$ cat config.mk
export PLATFORM = sky130hd
export DESIGN_NAME = wf_array
export DESIGN_NICKNAME = d
export VERILOG_FILES = /design/src/rtl/wf_pkg.sv /design/src/rtl/wf_delay.sv /design/src/rtl/wf_cell.sv /design/src/rtl/wf_array.sv
export SDC_FILE = /design/constraint.sdc
export NUM_CORES = 2
export LEC_CHECK = 0
export CORE_ASPECT_RATIO = 0.9
export CORE_MARGIN = 2
export CORE_UTILIZATION = 50
export DETAILED_ROUTE_END_ITERATION = 7
export HOLD_SLACK_MARGIN = 0.06
export PLACE_DENSITY = 0.74
export SYNTH_ARGS = -nofsm -noshare
export SYNTH_HDL_FRONTEND = slang
export SYNTH_SLANG_ARGS = --single-unit
$ cat constraint.sdc
create_clock -name clk -period 4.01 [get_ports clk]
set_clock_uncertainty 0.2 [all_clocks]
set_input_delay 1.0025 -clock clk [delete_from_list [all_inputs] [get_ports clk]]
set_output_delay 1.0025 -clock clk [all_outputs]
set_load 0.01 [all_outputs]
$ cat src/rtl/wf_pkg.sv
package wf_pkg;

    localparam int CW_NUCLEOTIDE = 2;
    localparam int CW_AMINO      = 5;

    typedef enum logic {
        PICK_MIN = 1'b0,
        PICK_MAX = 1'b1
    } pick_e;

    function automatic pick_e pick_from_bit(input logic b);
        return b ? PICK_MAX : PICK_MIN;
    endfunction

endpackage

$ cat src/rtl/wf_delay.sv
module wf_delay #(
    parameter int W = 8,
    parameter int D = 1
) (
    input  logic         clk,
    input  logic         rst,
    input  logic [W-1:0] d,
    output logic [W-1:0] q
);
    generate
        if (D == 0) begin : g_wire
            assign q = d;
        end else begin : g_regs
            logic [W-1:0] stg [D];
            logic         live_q;

            always_ff @(posedge clk) begin
                if (rst) begin
                    for (int k = 0; k < D; k++) stg[k] <= '0;
                    live_q <= 1'b0;
                end else begin
                    stg[0] <= d;
                    for (int k = 1; k < D; k++) stg[k] <= stg[k-1];
                    live_q <= 1'b1;
                end
            end

            assign q = stg[D-1];

            // each stage holds exactly the previous cycle's input
            a_r7_stage_follows: assert property (@(posedge clk) disable iff (rst)
                live_q |-> stg[0] == $past(d));
        end
    endgenerate
endmodule

$ cat src/rtl/wf_cell.sv
module wf_cell
    import wf_pkg::*;
#(
    parameter int CW = 2,
    parameter int SW = 8,
    parameter logic [(1<<(2*CW))-1:0] TABLE = '0
) (
    input  logic          clk,
    input  logic          rst,
    input  logic [SW-1:0] left_i,
    input  logic [SW-1:0] up_i,
    input  logic [SW-1:0] diag_i,
    input  logic [CW-1:0] hch_i,
    input  logic [CW-1:0] vch_i,
    output logic [SW-1:0] value_o,
    output logic [SW-1:0] left_o,
    output logic [CW-1:0] hch_o,
    output logic [CW-1:0] vch_o
);
    localparam int IDXW = 2 * CW;

    logic [SW-1:0]   lo, hi, nxt;
    logic [IDXW-1:0] idx;
    pick_e           pick;
    logic            live_q;

    always_comb begin
        lo = left_i;
        if (up_i   < lo) lo = up_i;
        if (diag_i < lo) lo = diag_i;
        hi = left_i;
        if (up_i   > hi) hi = up_i;
        if (diag_i > hi) hi = diag_i;
        idx  = {vch_i, hch_i};
        pick = pick_from_bit(TABLE[idx]);
        nxt  = (pick == PICK_MAX) ? hi : lo;
    end

    always_ff @(posedge clk) begin
        if (rst) begin
            value_o <= '0;
            left_o  <= '0;
            hch_o   <= '0;
            vch_o   <= '0;
            live_q  <= 1'b0;
        end else begin
            value_o <= nxt;
            left_o  <= left_i;
            hch_o   <= hch_i;
            vch_o   <= vch_i;
            live_q  <= 1'b1;
        end
    end

    // result is one of the three neighbours seen one cycle earlier
    a_r2_is_neighbour: assert property (@(posedge clk) disable iff (rst)
        live_q |-> (value_o == $past(left_i) || value_o == $past(up_i) ||
                    value_o == $past(diag_i)));

    // a max pick is not below any neighbour
    a_r3_max_pick: assert property (@(posedge clk) disable iff (rst)
        (live_q && $past(pick) == PICK_MAX) |->
            (value_o >= $past(left_i) && value_o >= $past(up_i) &&
             value_o >= $past(diag_i)));

    // a min pick is not above any neighbour
    a_r3_min_pick: assert property (@(posedge clk) disable iff (rst)
        (live_q && $past(pick) == PICK_MIN) |->
            (value_o <= $past(left_i) && value_o <= $past(up_i) &&
             value_o <= $past(diag_i)));

    // characters travel one cell per cycle unchanged
    a_r10_char_travel: assert property (@(posedge clk) disable iff (rst)
        live_q |-> (hch_o == $past(hch_i) && vch_o == $past(vch_i)));
endmodule

$ cat src/rtl/wf_array.sv
module wf_array
    import wf_pkg::*;
#(
    parameter int K  = 4,
    parameter int CW = CW_NUCLEOTIDE,
    parameter int SW = 8,
    parameter logic [(1<<(2*CW))-1:0] SEL_TABLE = {((1<<(2*CW))/16){16'h6A93}}
) (
    input  logic            clk,
    input  logic            rst,
    input  logic            in_valid,
    input  logic [K*CW-1:0] h_chars,
    input  logic [K*CW-1:0] v_chars,
    input  logic [K*SW-1:0] top_bnd,
    input  logic [K*SW-1:0] left_bnd,
    input  logic [SW-1:0]   corner_bnd,
    output logic [K*SW-1:0] bottom_out,
    output logic [K*SW-1:0] right_out,
    output logic            out_valid
);
    localparam int LAT = 2 * K - 1;

    logic [SW-1:0] val  [K][K];
    logic [SW-1:0] lft  [K][K];
    logic [CW-1:0] hc   [K][K];
    logic [CW-1:0] vc   [K][K];

    logic [SW-1:0] top_d   [K];
    logic [SW-1:0] tdiag_d [K];
    logic [SW-1:0] left_d  [K];
    logic [CW-1:0] hch_d   [K];
    logic [CW-1:0] vch_d   [K];

    genvar b, gi, gj;

    // boundary skew: element b enters the wavefront b cycles late
    generate
        for (b = 0; b < K; b++) begin : g_bnd
            wf_delay #(.W(SW), .D(b)) u_top (.clk(clk), .rst(rst),
                .d(top_bnd[b*SW +: SW]), .q(top_d[b]));
            wf_delay #(.W(SW), .D(b)) u_left (.clk(clk), .rst(rst),
                .d(left_bnd[b*SW +: SW]), .q(left_d[b]));
            wf_delay #(.W(CW), .D(b)) u_hch (.clk(clk), .rst(rst),
                .d(h_chars[b*CW +: CW]), .q(hch_d[b]));
            wf_delay #(.W(CW), .D(b)) u_vch (.clk(clk), .rst(rst),
                .d(v_chars[b*CW +: CW]), .q(vch_d[b]));
            if (b == 0) begin : g_corner
                assign tdiag_d[b] = corner_bnd;
            end else begin : g_tdiag
                wf_delay #(.W(SW), .D(b)) u_tdiag (.clk(clk), .rst(rst),
                    .d(top_bnd[(b-1)*SW +: SW]), .q(tdiag_d[b]));
            end
        end
    endgenerate

    // the unrolled tile
    generate
        for (gi = 0; gi < K; gi++) begin : g_row
            for (gj = 0; gj < K; gj++) begin : g_col
                logic [SW-1:0] c_left, c_up, c_diag;
                logic [CW-1:0] c_h, c_v;
                if (gi == 0) begin : g_top
                    assign c_up   = top_d[gj];
                    assign c_diag = tdiag_d[gj];
                    assign c_h    = hch_d[gj];
                end else begin : g_inner_up
                    assign c_up   = val[gi-1][gj];
                    assign c_diag = lft[gi-1][gj];
                    assign c_h    = hc[gi-1][gj];
                end
                if (gj == 0) begin : g_lcol
                    assign c_left = left_d[gi];
                    assign c_v    = vch_d[gi];
                end else begin : g_inner_left
                    assign c_left = val[gi][gj-1];
                    assign c_v    = vc[gi][gj-1];
                end
                wf_cell #(.CW(CW), .SW(SW), .TABLE(SEL_TABLE)) u_cell (
                    .clk(clk), .rst(rst),
                    .left_i(c_left), .up_i(c_up), .diag_i(c_diag),
                    .hch_i(c_h), .vch_i(c_v),
                    .value_o(val[gi][gj]), .left_o(lft[gi][gj]),
                    .hch_o(hc[gi][gj]), .vch_o(vc[gi][gj]));
            end
        end
    endgenerate

    // de-skew edges so the whole tile leaves together
    generate
        for (b = 0; b < K; b++) begin : g_out
            wf_delay #(.W(SW), .D(K-1-b)) u_bot (.clk(clk), .rst(rst),
                .d(val[K-1][b]), .q(bottom_out[b*SW +: SW]));
            wf_delay #(.W(SW), .D(K-1-b)) u_rgt (.clk(clk), .rst(rst),
                .d(val[b][K-1]), .q(right_out[b*SW +: SW]));
        end
    endgenerate

    wf_delay #(.W(1), .D(LAT)) u_valid (.clk(clk), .rst(rst),
        .d(in_valid), .q(out_valid));
endmodule

; ---- Word level (Yosys, flattened, before mapping)
; Memory sizes are Yosys's and may differ from the RTL's. A register that Yosys moved wholly into a read port is not among the register bits.
; Index checks and enable logic that the tools add are counted.
; W data, S select, Z words.
[totals]
ff_bits = 272
latchBits = 0
ram_bits = 271
mem_bits_ro = 256
input_bits = 91
output_inout_bits = 65
mem_count = 38
[mem_list]
columns = memory, words, width, read_ports, rd_clocked_by_memory_dff, write_ports, line
row1 = g_bnd[3].g_tdiag.u_tdiag.g_regs.stg, 3, 8, 3, 0, 3, wf_delay.sv:14  ; logic [W-1:0] stg [D];
row2 = g_bnd[3].u_left.g_regs.stg, 3, 8, 3, 0, 3, wf_delay.sv:14
row3 = g_bnd[3].u_top.g_regs.stg, 3, 8, 3, 0, 3, wf_delay.sv:14
row4 = g_out[0].u_bot.g_regs.stg, 3, 8, 3, 0, 3, wf_delay.sv:14
row5 = g_out[0].u_rgt.g_regs.stg, 3, 8, 3, 0, 3, wf_delay.sv:14
row6 = (name not given), 16, 1, 1, 1, 0, wf_cell.sv:35  ; pick = pick_from_bit(TABLE[idx]);
row7 = 32 more memories, n/a, n/a, n/a, n/a, n/a, n/a
[op_classes]
n_addsub = 0
mul = 0
div_mod_pow = 0
order_cmp = 80
n_eq_ne = 0
shifts = 0
mux = 180
bitwise_logic = 42
reduce_logical = 7
[op_table]
columns = operator, n
row1 = $mux W8, 110
row2 = $gt A8 B8 Y1, 32
row3 = $lt A8 B8 Y1, 32
row4 = $lt A4 B5 Y1 const B, 16
row5 = $mux W1, 49
row6 = $or A1 B1 Y1, 42
row7 = $reduce_or A8 Y1, 5
row8 = $mux W4, 9
row9 = $mux W2, 12
row10 = $reduce_or A2 Y1, 2

; ---- Logic depth before layout (Yosys ltp)
[depth]
ltp_word = 5
ltp_mapped = 22
mapped_depth_nobuf = 19

; ---- Cells and area by module
; From an unflattened synthesis, not the netlist that was laid out.
[hier_totals]
hier_cells = 3689
hier_area_um2 = 34648.2
[modules_own_cells]
columns = module, instances, cells_each, area_each_um2, seq_area_each_um2
row1 = wf_cell, 16, 188, 1629.1, 400.4
row2 = wf_delay (g_bnd[3].g_tdiag.u_tdiag ...), 5, 58, 753.2, 480.5
row3 = wf_delay (g_bnd[2].g_tdiag.u_tdiag ...), 5, 41, 524.3, 320.3
row4 = wf_delay (g_bnd[1].g_tdiag.u_tdiag ...), 5, 16, 210.2, 160.2
row5 = wf_delay (g_bnd[3].u_hch ...), 2, 14, 172.7, 120.1
row6 = wf_delay (g_bnd[0].u_left ...), 4, 8, 60.1, 0.0
row7 = wf_delay (g_bnd[2].u_hch ...), 2, 10, 120.1, 80.1
row8 = wf_delay (u_valid), 1, 14, 183.9, 140.1
row9 = wf_delay (g_bnd[1].u_hch ...), 2, 4, 52.6, 40.0
row10 = wf_delay (g_bnd[0].u_hch ...), 2, 2, 15.0, 0.0

; ---- Least setup slack after synthesis
; OpenSTA, ideal clock, no wires.
[synth_path]
path_type = input to register
start = in left_bnd[3]
end = reg g_row[0].g_col[0].u_cell.value_o[1]
setup_ns = 0.114
t_arrival_ns = 4.052
path_slack_ns = -0.356
cell_stages = 16
path_cell_list = inv_1 > ha_1 > a21oi_1 > a31oi_1 > nor2_1 > mux2i_1 > ha_1 > nor2_1 > nand2_1 > or3_1 > and3_1 > o41ai_1 > or4_1 > clkbuf_2 > o22ai_1 > a21o_1
[synth_via]
elab_chain_cells = 5
[synth_rtl]
columns = item, line
row1 = from (decl), wf_array.sv:15  ; input logic [K*SW-1:0] left_bnd,
row2 = $lt A8 B8 Y1 or $gt A8 B8 Y1 (tied branches), "wf_cell.sv:29, wf_cell.sv:32"
row3 = $mux W8 (on tied branches), "wf_cell.sv:29, wf_cell.sv:32"
row4 = $lt A8 B8 Y1 or $gt A8 B8 Y1 (tied branches), "wf_cell.sv:30, wf_cell.sv:33"
row5 = $mux W8 (on tied branches), "wf_cell.sv:30, wf_cell.sv:33"
row6 = $mux W8 (*), wf_cell.sv:36  ; nxt = (pick == PICK_MAX) ? hi : lo;
row7 = to (signal assigned), wf_cell.sv:47  ; value_o <= nxt;
row8 = to (decl), wf_cell.sv:15  ; output logic [SW-1:0] value_o,
; Mark *: on every way between the ends. The rest lies on a longest branch, timed or not.
; A chain may end at the register's enable or synchronous reset.

==> out/metrics.cfg <==
[timing]
final-max-slew-violation-count=0
final_min_period_over_clock_period_pct=99.4
min_period_ps=3990
grt_setup_unrepaired=yes
timing_hold_violations_final=0
max_clock_freq_ghz=0.251
timing.max_slew.rel_slack_pct=54.4
timing.final.setup_violations=0
worstMarginPinSlew_ps=684
tns_setup_ps=0

[cells_and_area]
n_fill_cell=4495
antenna_cells_inserted=0
drive_above_1_share_pct=20.4
syn_to_final_growth_pct=26.9
number_of_nets_in_the_layout=3965

[synthesis]
mean_syn_cell_area_um2=9.15
synth_top_area_cell=dfxtp_1
synth_top_cells_by_count=516 x dfxtp_1, 368 x ha_1, 295 x nor2_1
synthDominantCellAreaShare_pct=36.6
synth.most_common_cell=dfxtp_1
synth.top_cells.by_area=dfxtp_1 37%, ha_1 16%, mux2i_1 6.7%
synthCells=3087
netlist_area_before_placement_um2=28200
postSynth.asyncResetShare_pct=0
synthesized_flop_and_latch_total=516
warnings_synthesis=0
post_synthesis_xor_xnor_area_fraction_pct=0.248
synthesis.nets=3546
dominantRegCellSynth=dfxtp_1
post_synth_and_or_nand_nor_area_fraction_pct=16.4
synth_enable_flop_cells=0
muxShareOfSynthArea_pct=7.10
synth_compound_gate_area_share_pct=17.6
synth-seq-area-share_pct=36.6
synth_fa_ha_area_share_pct=16.3
number_of_unique_standard_cell_types_used_by_synthesis=84
synth_top_family_by_area=compound AO/OA/AOI/OAI gates

[global_routing]
grt_use_total_pct=26.1
grt_use_met1_pct=33.4
antenna_found_initial=1
globalRoute.busiestLayer=met2
grt-ovfl-total=0
vias_in_the_first_global_route=23900
grt_start_max_net_pins=121
use_met2_pct=44.1
grt_first_pass_wirelength_mm=123
grt.met3_usage_pct=3.22

[power]
p_switching_mw=13.4
clockPowerShare_pct=16.6
vdd.ir_drop.worst_v=0.000556
static-leakage-power_nw=15.9
cell_internal_pwr_mw=19.2
power_per_cell_area_nw_per_um2=911
p_seq_share_pct=20.6
comb_power_share_pct=62.7
power_switching_share_pct=41.0
power.total_mw=32.6

[clock_network]
clkLatencyLatePin_ps=620
ctsRootBufferMaster=clkbuf_16
worst_setup_hold_path_clk_slew_ps=60
htree_num_levels=2
tritoncts.num_buffers=55
cts-root-to-sink-buffers=3
tritoncts_clock_tree=done
postCtsHoldBufs=0
cts.sinks=516

[floorplan]
io_pins=156
initial_core_util_pct=50.7
core_area_um2=55700
die_h_um=229
die_area_um2=58400
chipWidth_um=254
core.rowCount=82

[drt]
detail_route.iter0.violations=1787
vias=24200
detail_route.vias_per_cell=5.61
drt_drc_violations_left=0
antenna_left=0
routed_wire_length_per_instance_um=18.3
drt_pre_antenna_iters=5
detail_route.wirelength_mm=78.7

[worst_hold_path]
min_from=g_bnd[2].u_top.g_regs.stg[0][2]
holdCritPathClass=reg -> reg
hold_path_depth=1
hold-path-endpoint=g_bnd[2].u_top.g_regs.stg[0][10]

[job]
cap_viol_max_count=0

[setup_path]
worst_ep_required_time_ps=4270
reg2reg_depth=16
arrival_ps=4250
regToRegEndpoint=g_row[0].g_col[1].u_cell.value_o[0]
cp_max_fo=7
path_class=reg -> reg
worst_setup_path_end_kind=register
r2r_slack_ps=20
worstReg2RegStart=g_bnd[2].g_tdiag.u_tdiag.g_regs.stg[0][3]
critPathLaunchType=register

[placement]
numPortBuffers=155
gpl.final_weighted_congestion=0.943
hpwl_mm=60.5

[outcome]
status=finished clean

==> worst max-delay path: stages, from the launching register on <==
cell and delay, ps:
dfxtp_1 480, ha_1 310, a21o_1 170, a21oi_2 160, nand2_1 80, a21boi_2 190
a41o_2 190, buf_6 170, mux2i_1 290, ha_1 300, o21ai_0 70, a21oi_1 60
or3b_4 380, a21boi_4 160, or2_2 140, nor2_1 40, a2111oi_0 430
==> flip-flops by register name (all words and copies together) (netlist names), 33 cells and up <==
| name | flops |
|---|---|
| g_bnd.g_tdiag.u_tdiag.g_regs.stg | 33 |
| g_bnd.u_left.g_regs.stg | 48 |
| g_bnd.u_top.g_regs.stg | 39 |
| g_out.u_bot.g_regs.stg | 48 |
| g_out.u_rgt.g_regs.stg | 48 |
| g_row.g_col.u_cell.left_o | 96 |
| g_row.g_col.u_cell.value_o | 128 |
==> placed cells by master, fill, tap and decap left out, drive strengths merged, types with 9 or more instances in the layout <==
cell             n
nor3            19
o22ai           23
clkbuf          72
o22a            20
o221a           30
nor2           295
or2             11
dlymetal6s2s    13
nand2          121
a21oi          186
o21a            38
clkinv           9
a21o           106
ha             368
clkdlybuf4s50  139
mux2i          190
a211o           12
bufinv           9
o211ai          18
o21ai          128
and3            34
mux2             9
nand4           35
o32a            10
inv            220
a221oi          31
nand2b          24
a2111oi         13
a31oi           28
nand3           53
buf            351
dfxtp          516
nor2b          284
==> per-layer routing <==
metal  part of all wire [%]  routed length (µm)
met1                     43               33800
met2                     47               37100
met3                    5.7                4460
met4                    4.3                3350
met5                      0                   0
==> metrics by stage <==
step	setup WS (ps)	instance area, µm²	hold slack [ps]	std cells	util [%]
6_report	22.4	35800	229	4305	64.3
5_1_grt	-119	35800	247	4305	64.3
4_1_cts	0.719	34600	230	4275	62.2
3_5_place_dp	-862	32400	220	4168	58.2
3_3_place_gp	-654	32400	215	4168	58.2
2_1_floorplan	7.22	28300	214	3087	-
==> area by class of cell <==
cell class	instances	area (µm²)	area share, %
Multi-Input combinational cell	2212	17400	48.5
Sequential cell	516	10400	29.0
Timing Repair Buffer	505	4360	12.2
Clock buffer	72	1540	4.30
Tap cell	756	946	2.64
Inverter	216	811	2.26
Clock inverter	28	422	1.18
==> worst max path at each step <==
stage                                                          from                                  end  cells after the start  slack [ps]
after floorplan                 g_row[0].g_col[0].u_cell.value_o[3]  g_row[0].g_col[1].u_cell.value_o[0]                     19           7
after global placement                                  left_bnd[7]  g_row[0].g_col[0].u_cell.value_o[1]                     16        -650
after detailed placement                                left_bnd[3]  g_row[0].g_col[0].u_cell.value_o[3]                     16        -860
after CTS                                               left_bnd[7]  g_row[0].g_col[0].u_cell.value_o[6]                     16         0.7
after global routing            g_row[1].g_col[1].u_cell.value_o[3]  g_row[1].g_col[2].u_cell.value_o[4]                     16        -120
final                     g_bnd[2].g_tdiag.u_tdiag.g_regs.stg[0][3]  g_row[0].g_col[1].u_cell.value_o[0]                     16          20
==> power by group through the flow <==
stage               clock, mW  combinational (mW)  sequential (mW)
global route             5.73                22.3             6.80
finish                   5.42                20.5             6.74
global placement            0                17.3             6.76
CTS                      5.52                18.1             6.67
detailed placement          0                17.7             6.78
floorplan                   0                11.7             6.53
==> timing repair <==
item                                    CTS  global route
cloned                                    0             4
gates resized for setup                  49           252
pin swaps                                14            41
endpoints found under the setup margin   62           127
buffers inserted                          7            26
==> cells by family after synthesis <==
logic type	Yosys count
compound gates	720
xor+xnor	8
mux	199
flops	516
simple gates	914
fa+ha+maj	369
buf+inv	361
Power figures use the tool's default switching activity.
